**config.mk**
```make
export PLATFORM = sky130hd
export DESIGN_NAME = blank_timing_gen
export DESIGN_NICKNAME = d
export VERILOG_FILES = /design/src/rtl/blank_pkg.sv /design/src/rtl/bt_hcount.sv /design/src/rtl/bt_linecnt.sv /design/src/rtl/bt_decide.sv /design/src/rtl/blank_timing_gen.sv
export SDC_FILE = /design/constraint.sdc
export NUM_CORES = 1
export LEC_CHECK = 0
export BUFFER_PORTS_ARGS = -buffer_cell sky130_fd_sc_hd__buf_2
export CORE_MARGIN = 4
export CORE_UTILIZATION = 40
export CTS_CLUSTER_DIAMETER = 50
export DETAILED_ROUTE_END_ITERATION = 8
export PLACE_DENSITY = 0.69
export SYNTH_ARGS = -nofsm -noshare
export SYNTH_HDL_FRONTEND = slang
export SYNTH_SLANG_ARGS = --single-unit
```
**constraint.sdc**
```tcl
create_clock -name clk_2x -period 1.9 [get_ports clk_2x]
set_input_delay 0.38 -clock clk_2x [delete_from_list [all_inputs] [get_ports clk_2x]]
set_output_delay 0.38 -clock clk_2x [all_outputs]
set_load 0.05 [all_outputs]
```
**src/rtl/blank_pkg.sv**
```systemverilog
package blank_pkg;

  typedef enum logic {
    EDGE_EARLY = 1'b0,
    EDGE_LATE  = 1'b1
  } edge_mode_e;

  // Number of double-rate clocks per horizontal count step.
  localparam int unsigned CLKS_PER_STEP = 2;

endpackage

```
**src/rtl/bt_hcount.sv**
```systemverilog
module bt_hcount #(
  parameter int unsigned HW = 11
) (
  input  logic          clk_2x,
  input  logic          rst_n,
  input  logic          sync_ref,
  output logic [HW-1:0] hcount
);

  logic          ph_q, ph_d;
  logic [HW-1:0] cnt_q, cnt_d;

  // Phase toggles every clock; the count steps on the second clock of
  // each pair and saturates at its maximum if no new line arrives.
  always_comb begin
    ph_d  = ~ph_q;
    cnt_d = cnt_q;
    if (ph_q && (cnt_q != {HW{1'b1}})) begin
      cnt_d = cnt_q + 1'b1;
    end
    if (sync_ref) begin
      ph_d  = 1'b0;
      cnt_d = '0;
    end
  end

  always_ff @(posedge clk_2x or negedge rst_n) begin
    if (!rst_n) begin
      ph_q  <= 1'b0;
      cnt_q <= {HW{1'b1}};
    end else begin
      ph_q  <= ph_d;
      cnt_q <= cnt_d;
    end
  end

  assign hcount = cnt_q;

endmodule

```
**src/rtl/bt_linecnt.sv**
```systemverilog
module bt_linecnt #(
  parameter int unsigned VW = 10
) (
  input  logic          clk_2x,
  input  logic          rst_n,
  input  logic          sync_ref,
  input  logic [VW-1:0] lines_per_field,
  output logic [VW-1:0] line_num,
  output logic          field
);

  logic [VW-1:0] line_q, line_d;
  logic          field_q, field_d;
  logic [VW-1:0] last_line;
  logic          at_last;

  assign last_line = lines_per_field - 1'b1;
  assign at_last   = (line_q >= last_line);

  always_comb begin
    line_d  = line_q;
    field_d = field_q;
    if (sync_ref) begin
      if (at_last) begin
        line_d  = '0;
        field_d = ~field_q;
      end else begin
        line_d  = line_q + 1'b1;
      end
    end
  end

  always_ff @(posedge clk_2x or negedge rst_n) begin
    if (!rst_n) begin
      line_q  <= '0;
      field_q <= 1'b0;
    end else begin
      line_q  <= line_d;
      field_q <= field_d;
    end
  end

  assign line_num = line_q;
  assign field    = field_q;

endmodule

```
**src/rtl/bt_decide.sv**
```systemverilog
module bt_decide
  import blank_pkg::*;
#(
  parameter int unsigned HW = 11,
  parameter int unsigned VW = 10
) (
  input  logic          clk_2x,
  input  logic          rst_n,
  input  logic [HW-1:0] hcount,
  input  logic [VW-1:0] line_num,
  input  logic [HW-1:0] h_start,
  input  logic [HW-1:0] h_end,
  input  logic [VW-1:0] v_start,
  input  logic [VW-1:0] v_end,
  input  logic          edge_sel,
  output logic          blank_n
);

  localparam int unsigned LAG = CLKS_PER_STEP;

  logic           h_open;
  logic           v_closed;
  logic           active;
  logic [LAG-1:0] dly_q, dly_d;
  logic           out_q, out_d;
  edge_mode_e     mode;

  assign mode = edge_mode_e'(edge_sel);

  always_comb begin
    h_open = (h_start < h_end) && (hcount >= h_start) && (hcount < h_end);
    if (v_start <= v_end) begin
      v_closed = (line_num >= v_start) && (line_num < v_end);
    end else begin
      v_closed = (line_num >= v_start) || (line_num < v_end);
    end
    active = h_open && !v_closed;
  end

  // Delay line of one pixel clock for the late edge mode.
  generate
    if (LAG == 1) begin : g_lag1
      assign dly_d = active;
    end else begin : g_lagn
      assign dly_d = {dly_q[LAG-2:0], active};
    end
  endgenerate

  always_comb begin
    out_d = (mode == EDGE_LATE) ? dly_q[LAG-1] : active;
  end

  always_ff @(posedge clk_2x or negedge rst_n) begin
    if (!rst_n) begin
      dly_q <= '0;
      out_q <= 1'b0;
    end else begin
      dly_q <= dly_d;
      out_q <= out_d;
    end
  end

  assign blank_n = out_q;

endmodule

```
**src/rtl/blank_timing_gen.sv**
```systemverilog
module blank_timing_gen #(
  parameter int unsigned HW = 11,
  parameter int unsigned VW = 10
) (
  input  logic          clk_2x,
  input  logic          rst_n,
  input  logic          sync_ref,
  input  logic          edge_sel,
  input  logic [HW-1:0] h_start,
  input  logic [HW-1:0] h_end,
  input  logic [VW-1:0] v_start,
  input  logic [VW-1:0] v_end,
  input  logic [VW-1:0] lines_per_field,
  output logic          blank_n,
  output logic [VW-1:0] line_num,
  output logic          field
);

  logic [HW-1:0] hcount;

  bt_hcount #(.HW(HW)) hcnt_i (
    .clk_2x   (clk_2x),
    .rst_n    (rst_n),
    .sync_ref (sync_ref),
    .hcount   (hcount)
  );

  bt_linecnt #(.VW(VW)) lcnt_i (
    .clk_2x          (clk_2x),
    .rst_n           (rst_n),
    .sync_ref        (sync_ref),
    .lines_per_field (lines_per_field),
    .line_num        (line_num),
    .field           (field)
  );

  bt_decide #(.HW(HW), .VW(VW)) dec_i (
    .clk_2x   (clk_2x),
    .rst_n    (rst_n),
    .hcount   (hcount),
    .line_num (line_num),
    .h_start  (h_start),
    .h_end    (h_end),
    .v_start  (v_start),
    .v_end    (v_end),
    .edge_sel (edge_sel),
    .blank_n  (blank_n)
  );

endmodule

```
==> results.sh, run 1 <==
export IMPL_final_common_cell="buf_2"
export IMPL_slowest_delay_ns=0.40
export IMPL_ant_nets=0
export IMPL_r2r_slack_ns=-0.14
export IMPL_fin_util_pct=59.17
export IMPL_port_buffers=67
export IMPL_seq_area_frac_synth_pct=21.86
export IMPL_initial_utilization_pct=41.46
export IMPL_clock_sinks=26
export IMPL_synth_edf_count=0
export IMPL_ir_worst_vdd_v=0.0006403
export IMPL_drc=0
export IMPL_synthCells=346
export IMPL_final_cell_area_sq_um=4338
export IMPL_rsz0062_at_grt="yes"
export IMPL_fin_crit_ns=2.512
export IMPL_final_cell_mix="buf_2 (65), ha_1 (63), buf_4 (58)"
export IMPL_muxShareOfSynthArea_pct=0.3294
export IMPL_synth_xor_area_share_pct=6.340
export IMPL_diodes=0
export IMPL_arrival_ns=2.68
export IMPL_hold_slack_ns=0.09739
export IMPL_async_flop_share_pct=100.0
export IMPL_synth_top_family_by_area="adder cells"
export IMPL_cp_required_ns=2.06
export IMPL_power_mw=2.534
export IMPL_period_share_pct=132.2
export IMPL_grt_pass1_wl_mm=12.75
export IMPL_detailed_place_hpwl_mm=6.380
export IMPL_gp_congestion=0.9040
export IMPL_instances_no_fill=577
export IMPL_power_leakage_nw=2.264
export IMPL_first_pass_iters=4
export IMPL_grt_usage_pct=17.32
export IMPL_synth_ff_latch_count=26
export IMPL_fin_nets=608
export IMPL_crit_fanout=6
export IMPL_first_iter_violations=45
export IMPL_setup_viol=13
export IMPL_syn_nets=475
export IMPL_place_area_sq_um=3946
export IMPL_violations="setup timing"
export IMPL_synth_cell_types=51
export IMPL_cp_cell_sequence="buf_6 > or3_4 > nor2_4 > nor4b_4 > xnor2_1 > ha_1 > a21o_1 > a211oi_4 > o2111a_2 > nor2_4 > and2_4 > xor2_1"
export IMPL_grt_max_degree=27
export IMPL_fin_setup_tns_ns=-5.916
export IMPL_rows=31
export IMPL_dp_slack_ns=-0.9638
export IMPL_dominantRegCellSynth="dfrtp_1"
export IMPL_status="finished with violations"
export IMPL_grt_pass1_vias=2941
export IMPL_wire_per_inst_um=13.92
export IMPL_place_inst=567
export IMPL_fp_dieW_um=95.17
export IMPL_syn_area_sq_um=3039
export IMPL_insertion_delay_ns=0.27
export IMPL_worst_slack_ns=-0.6122
export IMPL_power_density_nw_per_um2=584.2
export IMPL_path_clk_slew_ns=0.09
export IMPL_viasPerCell=5.081
export IMPL_area_delta_synth_final_pct=42.73
export IMPL_hold_path_class="in -> async"
export IMPL_fin_worst_skew_ns=0.004184
export IMPL_worstSetupPathType="in -> reg"
export IMPL_synth_warnings=0
export IMPL_tightestPinTransition_ns=0.5638
export IMPL_synth_top_cell_area_share_pct=30.05
export IMPL_clock_path_buffers=2
export IMPL_fmax_mhz=398.1
export IMPL_die_y_um=95.17
export IMPL_cts_buffers=3
export IMPL_synth_compound_area_share_pct=17.13
export IMPL_timing_hold_violations_final=0
export IMPL_antenna_found_initial=0
export IMPL_coreArea_sq_um=7331
export IMPL_synth_top_area_cell="ha_1"
export IMPL_dr_total_vias=2932
export IMPL_htreeDepth=1
export IMPL_finalMaxSlewViolations=0
export IMPL_cp_end_kind="register"
export IMPL_slew_headroom_pct=62.41
export IMPL_io_pins=68
export IMPL_crit_path_top_delay_cell="or3_4"
export IMPL_syn_area_per_cell_sq_um=8.784
export IMPL_cts_tree="done"
export IMPL_ys_top_cells_by_area="ha_1 (30%), dfrtp_1 (12%), dfstp_2 (9.5%), inv_1 (6.2%), nor2_1 (3.7%)"
export IMPL_grt_ovfl_total=0
export IMPL_yosys_area_share_adder_pct=30.42
export IMPL_die_area_sq_um=9056
export IMPL_cts_root_buffer="clkbuf_8"
export IMPL_final_layout_size_suffix_gt1_share_pct=40.59
export IMPL_maxCapViolCount=0
export IMPL_synthSimpleGateAreaFrac_pct=17.33
export IMPL_critPathMostFrequentCell="nor2_4"
export IMPL_cp_start_kind="primary input"
export IMPL_totalWireLength_mm=8.030
flip-flops by register name, indices dropped and copies added (netlist names):
register / flops
hcnt_i.hcount: 11
lcnt_i.line_num: 10
dec_i.dly_q: 2
dec_i.blank_n: 1
hcnt_i.ph_q: 1
lcnt_i.field: 1
area by class of cell:
class | instances | area [sq um]
timing repair buffer | 131 | 850.8
fill | 632 | 2993
clock inverter | 1 | 30.03
multi-input combinational | 267 | 2436
clock buffer | 3 | 41.29
sequential | 26 | 668.1
tap | 99 | 123.9
inverter | 50 | 187.7
layer usage:
layer	GRT usage (%)	share of wire (%)
met5	0	0
met4	5.529	1.9
met3	0.7893	4.7
met2	30.85	50
met1	22.40	43
final timing paths:
kind,from,endpoint,cells past startpoint
max,lines_per_field[2],lcnt_i.field$_DFFE_PN0P_,12
min,rst_n,hcnt_i.ph_q$_DFF_PN0_,1
max reg2reg,lcnt_i.line_num[2]$_DFFE_PN0P_,lcnt_i.field$_DFFE_PN0P_,8
min reg2reg,dec_i.dly_q[0]$_DFF_PN0_,dec_i.dly_q[1]$_DFF_PN0_,0
max in group asynchronous,rst_n,lcnt_i.line_num[2]$_DFFE_PN0P_,1
min in group clk_2x,edge_sel,dec_i.blank_n$_DFF_PN0_,2
critical path, delay by kind of cell:
family,cells,cell delay (ns)
XOR/XNOR,2,0.30
adder cells (fa/ha/maj),1,0.27
AND/OR/NAND/NOR,5,0.93
AO/OA/AOI/OAI,3,0.71
buffers and inverters,1,0.09
cells in the mapped netlist (3+ instances only):
library cell,instances
ha_1,73
inv_1,50
nor2_1,30
nand2_1,23
a21oi_1,15
dfrtp_1,15
nand3_1,14
o21ai_0,12
a21o_1,11
dfstp_2,11
xnor2_1,11
xor2_1,11
nand2b_1,6
nand4_1,5
a211oi_1,4
a31oi_1,4
nor2b_1,4
nor3_1,4
a22o_1,3
o21ai_1,3
logic make-up after synthesis:
group / after synthesis
and+or+nand+nor: 100
adders and majority gates: 74
AOI/OAI and AO/OA: 70
buffers and inverters: 53
DFF: 26
xor gates and xnor gates: 22
muxes: 1
power by group:
| part | switching [mW] | leakage, nW | internal [mW] |
|---|---|---|---|
| logic | 0.729 | 1.92 | 0.602 |
| registers | 0.131 | 0.309 | 0.621 |
| clock network | 0.169 | 0.0357 | 0.282 |
| total | 1.03 | 2.26 | 1.50 |
repair_timing:
item / CTS / global route
pin swaps: 9 / 15
hold buffers: 0 / 0
buffers inserted: 1 / 5
setup endpoints to repair: 13 / 18
resized for setup: 12 / 41
gates cloned: 0 / 0
No activity file was read; power rests on OpenSTA's default activity.
==> inputs of run 2 (changes only) <==
CTS_CLUSTER_DIAMETER = default   (was 50)
HOLD_SLACK_MARGIN = 0.02   (was default)
TNS_END_PERCENT = 20   (was default)
==> run 2 against run 1 <==
Compared with the run above: clock power down 2%; die area unchanged; the run still ends with setup timing left; critical endpoint unchanged; via count down 0.89%; sequential share of layout area up 0.62 points; utilization down 2.4 points; sequential power about the same; design area down 4.0%; register-to-register slack about the same; clock-buffer cell count unchanged; largest cell class unchanged; worst hold slack worse by 0.0053 ns; non-clock buffer count down 2.
==> results.sh, run 2 (synthesis results as in run 1) <==
export IMPL_status="finished with violations"
export IMPL_violations="setup timing"
export IMPL_cts_tree="done"
export IMPL_clock_sinks=26
export IMPL_grt_pass1_wl_mm=13.10
export IMPL_slew_headroom_pct=64.05
export IMPL_power_density_nw_per_um2=588.9
export IMPL_diodes=0
export IMPL_initial_utilization_pct=41.46
export IMPL_fin_crit_ns=2.558
export IMPL_detailed_place_hpwl_mm=6.653
export IMPL_antenna_found_initial=0
export IMPL_crit_fanout=6
export IMPL_grt_pass1_vias=2993
export IMPL_final_cell_mix="ha_1 (71), buf_2 (65), buf_4 (59)"
export IMPL_final_common_cell="ha_1"
export IMPL_timing_rr_end="dec_i.blank_n$_DFF_PN0_"
export IMPL_power_mw=2.451
export IMPL_postCtsHoldBufs=0
export IMPL_largest_reg_flops=11
export IMPL_port_buffers=67
export IMPL_grt_usage_pct=17.79
export IMPL_p_comb_share_pct=51.2
export IMPL_grt_ovfl_total=0
export IMPL_first_iter_violations=92
export IMPL_first_pass_iters=4
export IMPL_cts_buffers=3
export IMPL_fmax_mhz=391.0
export IMPL_final_cell_area_sq_um=4163
export IMPL_cts_root_buffer="clkbuf_8"
export IMPL_clock_path_buffers=2
export IMPL_grt_max_degree=27
export IMPL_nFillCells=665
export IMPL_ir_worst_vdd_v=0.0006203
export IMPL_ant_nets=0
export IMPL_regToRegStartpoint="lcnt_i.line_num[7]$_DFFE_PN0P_"
export IMPL_wire_per_inst_um=13.58
export IMPL_fp_dieW_um=95.17
export IMPL_htreeDepth=1
export IMPL_period_share_pct=134.6
export IMPL_place_area_sq_um=3954
export IMPL_p_int_mw=1.460
export IMPL_cp_end_kind="register"
export IMPL_clockPowerShare_pct=18.1
export IMPL_swShare_pct=40.44
export IMPL_dr_total_vias=2906
export IMPL_seq_area_sq_um=666.9
export IMPL_io_pins=68
export IMPL_gp_congestion=0.8339
export IMPL_critical_path_endpoint="lcnt_i.field$_DFFE_PN0P_"
export IMPL_rows=31
export IMPL_setup_viol=13
export IMPL_die_y_um=95.17
export IMPL_rsz0062_at_grt="yes"
export IMPL_totalWireLength_mm=7.806
export IMPL_crit_path_start="lines_per_field[3]"
export IMPL_drc=0
export IMPL_timing_hold_violations_final=0
export IMPL_coreArea_sq_um=7331
export IMPL_r2r_cells=7
export IMPL_power_frac_seq_pct=30.7
export IMPL_viasPerCell=5.054
export IMPL_worst_slack_ns=-0.6575
export IMPL_die_area_sq_um=9056
export IMPL_insertion_delay_ns=0.26
export IMPL_power_leakage_nw=2.249
export IMPL_path_clk_slew_ns=0.09
export IMPL_fin_worst_skew_ns=0.005469
export IMPL_tightestPinTransition_ns=0.5393
export IMPL_finalMaxSlewViolations=0
export IMPL_worstSetupPathType="in -> reg"
export IMPL_arrival_ns=2.71
export IMPL_cp_required_ns=2.06
export IMPL_fin_nets=606
export IMPL_multi_input_area_sq_um=2288
export IMPL_hold_path_class="in -> async"
export IMPL_maxCapViolCount=0
export IMPL_cp_start_kind="primary input"
export IMPL_r2r_slack_ns=-0.14
export IMPL_final_layout_size_suffix_gt1_share_pct=36.55
export IMPL_p_sw_mw=0.9915
export IMPL_fin_util_pct=56.78
export IMPL_area_delta_synth_final_pct=36.97
run 2: cell types whose count changed in the layout (fill, tap and decap cells not counted), sizes merged:
cell	change
buf	-2
run 2: how the worst min path moves through the flow:
stage / from / to / depth (start not counted)
2_1_floorplan: rst_n / dec_i.blank_n$_DFF_PN0_ / 0
3_3_place_gp: dec_i.dly_q[0]$_DFF_PN0_ / dec_i.dly_q[1]$_DFF_PN0_ / 0
3_5_place_dp: dec_i.dly_q[0]$_DFF_PN0_ / dec_i.dly_q[1]$_DFF_PN0_ / 0
4_1_cts: rst_n / lcnt_i.line_num[7]$_DFFE_PN0P_ / 1
5_1_grt: rst_n / lcnt_i.field$_DFFE_PN0P_ / 1
6_report: rst_n / hcnt_i.ph_q$_DFF_PN0_ / 1
run 2: through the flow:
| stage | setup TNS [ns] | hold slack, ns | cells | setup slack [ns] |
|---|---|---|---|---|
| after floorplan | -7.434 | 0.08441 | 346 | -0.7488 |
| after global placement | -9.222 | 0.3331 | 568 | -0.8919 |
| after detailed placement | -10.19 | 0.3403 | 568 | -0.9659 |
| after CTS | -6.191 | 0.1079 | 573 | -0.6042 |
| after global routing | -8.037 | 0.1192 | 575 | -0.7427 |
| final | -6.716 | 0.09210 | 575 | -0.6575 |
run 2: repair_timing:
item	CTS	global route
gates resized for setup	11	17
gates cloned	0	0
pin swaps	9	13
buffers inserted	1	2
setup endpoints to repair	15	21
run 2: critical path: stages:
cell	delay, ns
buf_6	0.09
or3_4	0.40
nor2_4	0.12
nor4b_4	0.20
xnor2_1	0.11
ha_1	0.33
a21o_1	0.21
a211oi_2	0.22
buf_4	0.16
o2bb2ai_4	0.13
nor2_4	0.06
and2_4	0.16
xor2_1	0.14
run 2: cell type report:
type                            count  share of cell area (%)
Clock buffer                        3                  0.9919
Clock inverter                      1                  0.7214
Inverter                           50                   4.509
Multi-Input combinational cell    267                   54.97
Sequential cell                    26                   16.02
Tap cell                           99                   2.976
Timing Repair Buffer              129                   19.81
run 2: power groups by stage:
| stage | registers [mW] | logic, mW | clock network, mW |
|---|---|---|---|
| 6_report | 0.752 | 1.25 | 0.444 |
| 3_5_place_dp | 0.747 | 1.20 | 0 |
| 5_1_grt | 0.761 | 1.39 | 0.483 |
| 3_3_place_gp | 0.747 | 1.14 | 0 |
| 4_1_cts | 0.748 | 1.22 | 0.455 |
| 2_1_floorplan | 0.923 | 0.505 | 0 |
run 2: routing by layer:
metal | vias to the layer above | global-route usage, % | share of wire (%)
li1 | 1489 | - | -
met4 | 0 | 4.327 | 1.7
met3 | 10 | 1.263 | 4.4
met2 | 67 | 33.12 | 50
met5 | - | 0 | 0
met1 | 1340 | 22.08 | 44
==> inputs of run 3 (changes only) <==
CORE_MARGIN = default   (was 4)
==> run 3 against run 2 <==
Compared with the run above: the flow still finishes with violations (setup timing); largest power group unchanged; sequential power fell by 1%; register-to-register slack got worse by 0.08 ns; largest cell class unchanged; clock power rose by 0.9%; setup slack improved by 0.060 ns; total power fell by 2.7%; cell count fell by 0.17%; die area fell by 12%; critical endpoint unchanged; critical path type unchanged; combinational power fell by 5%.
==> results.sh, run 3 (synthesis results as in run 1) <==
export IMPL_status="finished with violations"
export IMPL_violations="setup timing"
export IMPL_nFillCells=664
export IMPL_tightestPinTransition_ns=0.5570
export IMPL_power_leakage_nw=2.236
export IMPL_fin_crit_ns=2.498
export IMPL_io_pins=68
export IMPL_final_cell_area_sq_um=4093
export IMPL_final_common_cell="ha_1"
export IMPL_r2r_cells=8
export IMPL_fin_nets=605
export IMPL_place_area_sq_um=3954
export IMPL_slowest_delay_ns=0.41
export IMPL_ant_nets=0
export IMPL_insertion_delay_ns=0.27
export IMPL_crit_path_top_delay_cell="or3_4"
export IMPL_rows=31
export IMPL_clock_sinks=26
export IMPL_fmax_mhz=400.3
export IMPL_fin_util_pct=56.13
export IMPL_worst_slack_ns=-0.5979
export IMPL_r2r_slack_ns=-0.22
export IMPL_detailed_place_hpwl_mm=6.243
export IMPL_coreArea_sq_um=7292
export IMPL_cts_tree="done"
export IMPL_worstSetupPathType="in -> reg"
export IMPL_dp_slack_ns=-0.9576
export IMPL_instances_no_fill=574
export IMPL_fin_worst_skew_ns=0.003627
export IMPL_cts_buffers=3
export IMPL_area_delta_synth_final_pct=34.66
export IMPL_largest_reg_flops=11
export IMPL_hold_slack_ns=0.09707
export IMPL_path_buf_inv=1
export IMPL_arrival_ns=2.66
export IMPL_critical_path_top_delay_family="simple AND/OR/NAND/NOR gates"
export IMPL_totalWireLength_mm=7.335
export IMPL_critPathMostFrequentCell="nor2_4"
export IMPL_final_cell_mix="ha_1 (72), buf_2 (65), buf_4 (61)"
export IMPL_finalMaxSlewViolations=0
export IMPL_ir_worst_vdd_v=0.0005474
export IMPL_grt_max_degree=27
export IMPL_cp_end_kind="register"
export IMPL_hold_path_class="in -> async"
export IMPL_regToRegStartpoint="lcnt_i.line_num[7]$_DFFE_PN0P_"
export IMPL_cp_cell_sequence="buf_6 > or3_4 > nor2_4 > nor4b_4 > xnor2_1 > ha_1 > a21o_1 > a211oi_2 > o2111a_2 > nor2_4 > and2_4 > xor2_1"
export IMPL_clock_path_buffers=2
export IMPL_place_inst=568
export IMPL_fin_setup_tns_ns=-5.896
export IMPL_die_area_sq_um=7950
export IMPL_grt_pass1_vias=2856
export IMPL_gp_congestion=0.8731
export IMPL_diodes=0
export IMPL_viasPerCell=4.895
export IMPL_cp_start_kind="primary input"
export IMPL_grt_pass1_wl_mm=12.20
export IMPL_timing_rr_end="dec_i.blank_n$_DFF_PN0_"
export IMPL_setup_viol=13
export IMPL_slew_headroom_pct=62.86
export IMPL_period_share_pct=131.5
export IMPL_first_pass_iters=4
export IMPL_antenna_found_initial=0
export IMPL_initial_utilization_pct=41.68
export IMPL_rsz0062_at_grt="yes"
export IMPL_fp_dieW_um=89.17
export IMPL_first_iter_violations=73
export IMPL_grt_ovfl_total=0
export IMPL_drc=0
export IMPL_path_clk_slew_ns=0.09
export IMPL_cts_root_buffer="clkbuf_8"
export IMPL_cp_required_ns=2.06
export IMPL_port_buffers=67
export IMPL_timing_hold_violations_final=0
export IMPL_htreeDepth=1
export IMPL_crit_fanout=6
export IMPL_maxCapViolCount=0
export IMPL_dr_total_vias=2810
export IMPL_power_mw=2.384
export IMPL_grt_usage_pct=19.72
export IMPL_wire_per_inst_um=12.78
export IMPL_power_density_nw_per_um2=582.5
export IMPL_die_y_um=89.17
export IMPL_final_layout_size_suffix_gt1_share_pct=34.74
==> run 3: cell types whose count changed in the layout (fill, tap and decap cells not counted), sizes merged <==
| cell | change |
|---|---|
| buf | -1 |
==> run 3: final cells by class <==
type / count / area, sq um / share of cell area, %
Clock buffer: 3 / 41.29 / 1.009
Tap cell: 99 / 123.9 / 3.027
Sequential cell: 26 / 664.4 / 16.23
Multi-Input combinational cell: 267 / 2240 / 54.72
Timing Repair Buffer: 128 / 805.8 / 19.69
Inverter: 50 / 187.7 / 4.586
Clock inverter: 1 / 30.03 / 0.7337
==> run 3: what timing repair did <==
item,4_1_cts,5_1_grt
hold buffers,0,0
resized for setup,7,7
setup endpoints to repair,13,20
setup buffers,1,1
pin swaps,11,5
==> run 3: worst register-to-register path, delay by kind of cell (launching register included) <==
kind / cells / cell delay (ns)
buf+inv: 1 / 0.18
compound gates: 4 / 0.64
fa+ha+maj: 2 / 0.53
simple gates: 1 / 0.21
flops: 1 / 0.47
==> run 3: worst max path at each step <==
stage | end | depth (start not counted) | slack (ns) | startpoint
3_5_place_dp | lcnt_i.field$_DFFE_PN0P_ | 12 | -0.96 | lines_per_field[3]
4_1_cts | lcnt_i.field$_DFFE_PN0P_ | 12 | -0.61 | lines_per_field[2]
2_1_floorplan | lcnt_i.field$_DFFE_PN0P_ | 12 | -0.75 | lines_per_field[3]
6_report | lcnt_i.field$_DFFE_PN0P_ | 12 | -0.60 | lines_per_field[2]
3_3_place_gp | lcnt_i.field$_DFFE_PN0P_ | 12 | -0.89 | lines_per_field[3]
5_1_grt | lcnt_i.field$_DFFE_PN0P_ | 12 | -0.73 | lines_per_field[2]
==> run 3: power by group <==
part           switching (mW)  total (mW)  internal, mW
clock network           0.166       0.448         0.282
registers               0.125       0.744         0.619
logic                   0.671        1.19         0.522
total                   0.962        2.38          1.42
==> run 3: per-layer routing <==
| metal | part of all wire, % | GRT usage (%) |
|---|---|---|
| met3 | 2.9 | 1.200 |
| met2 | 50 | 38.17 |
| met5 | 0 | 0 |
| met4 | 1.1 | 5.051 |
| met1 | 46 | 23.49 |
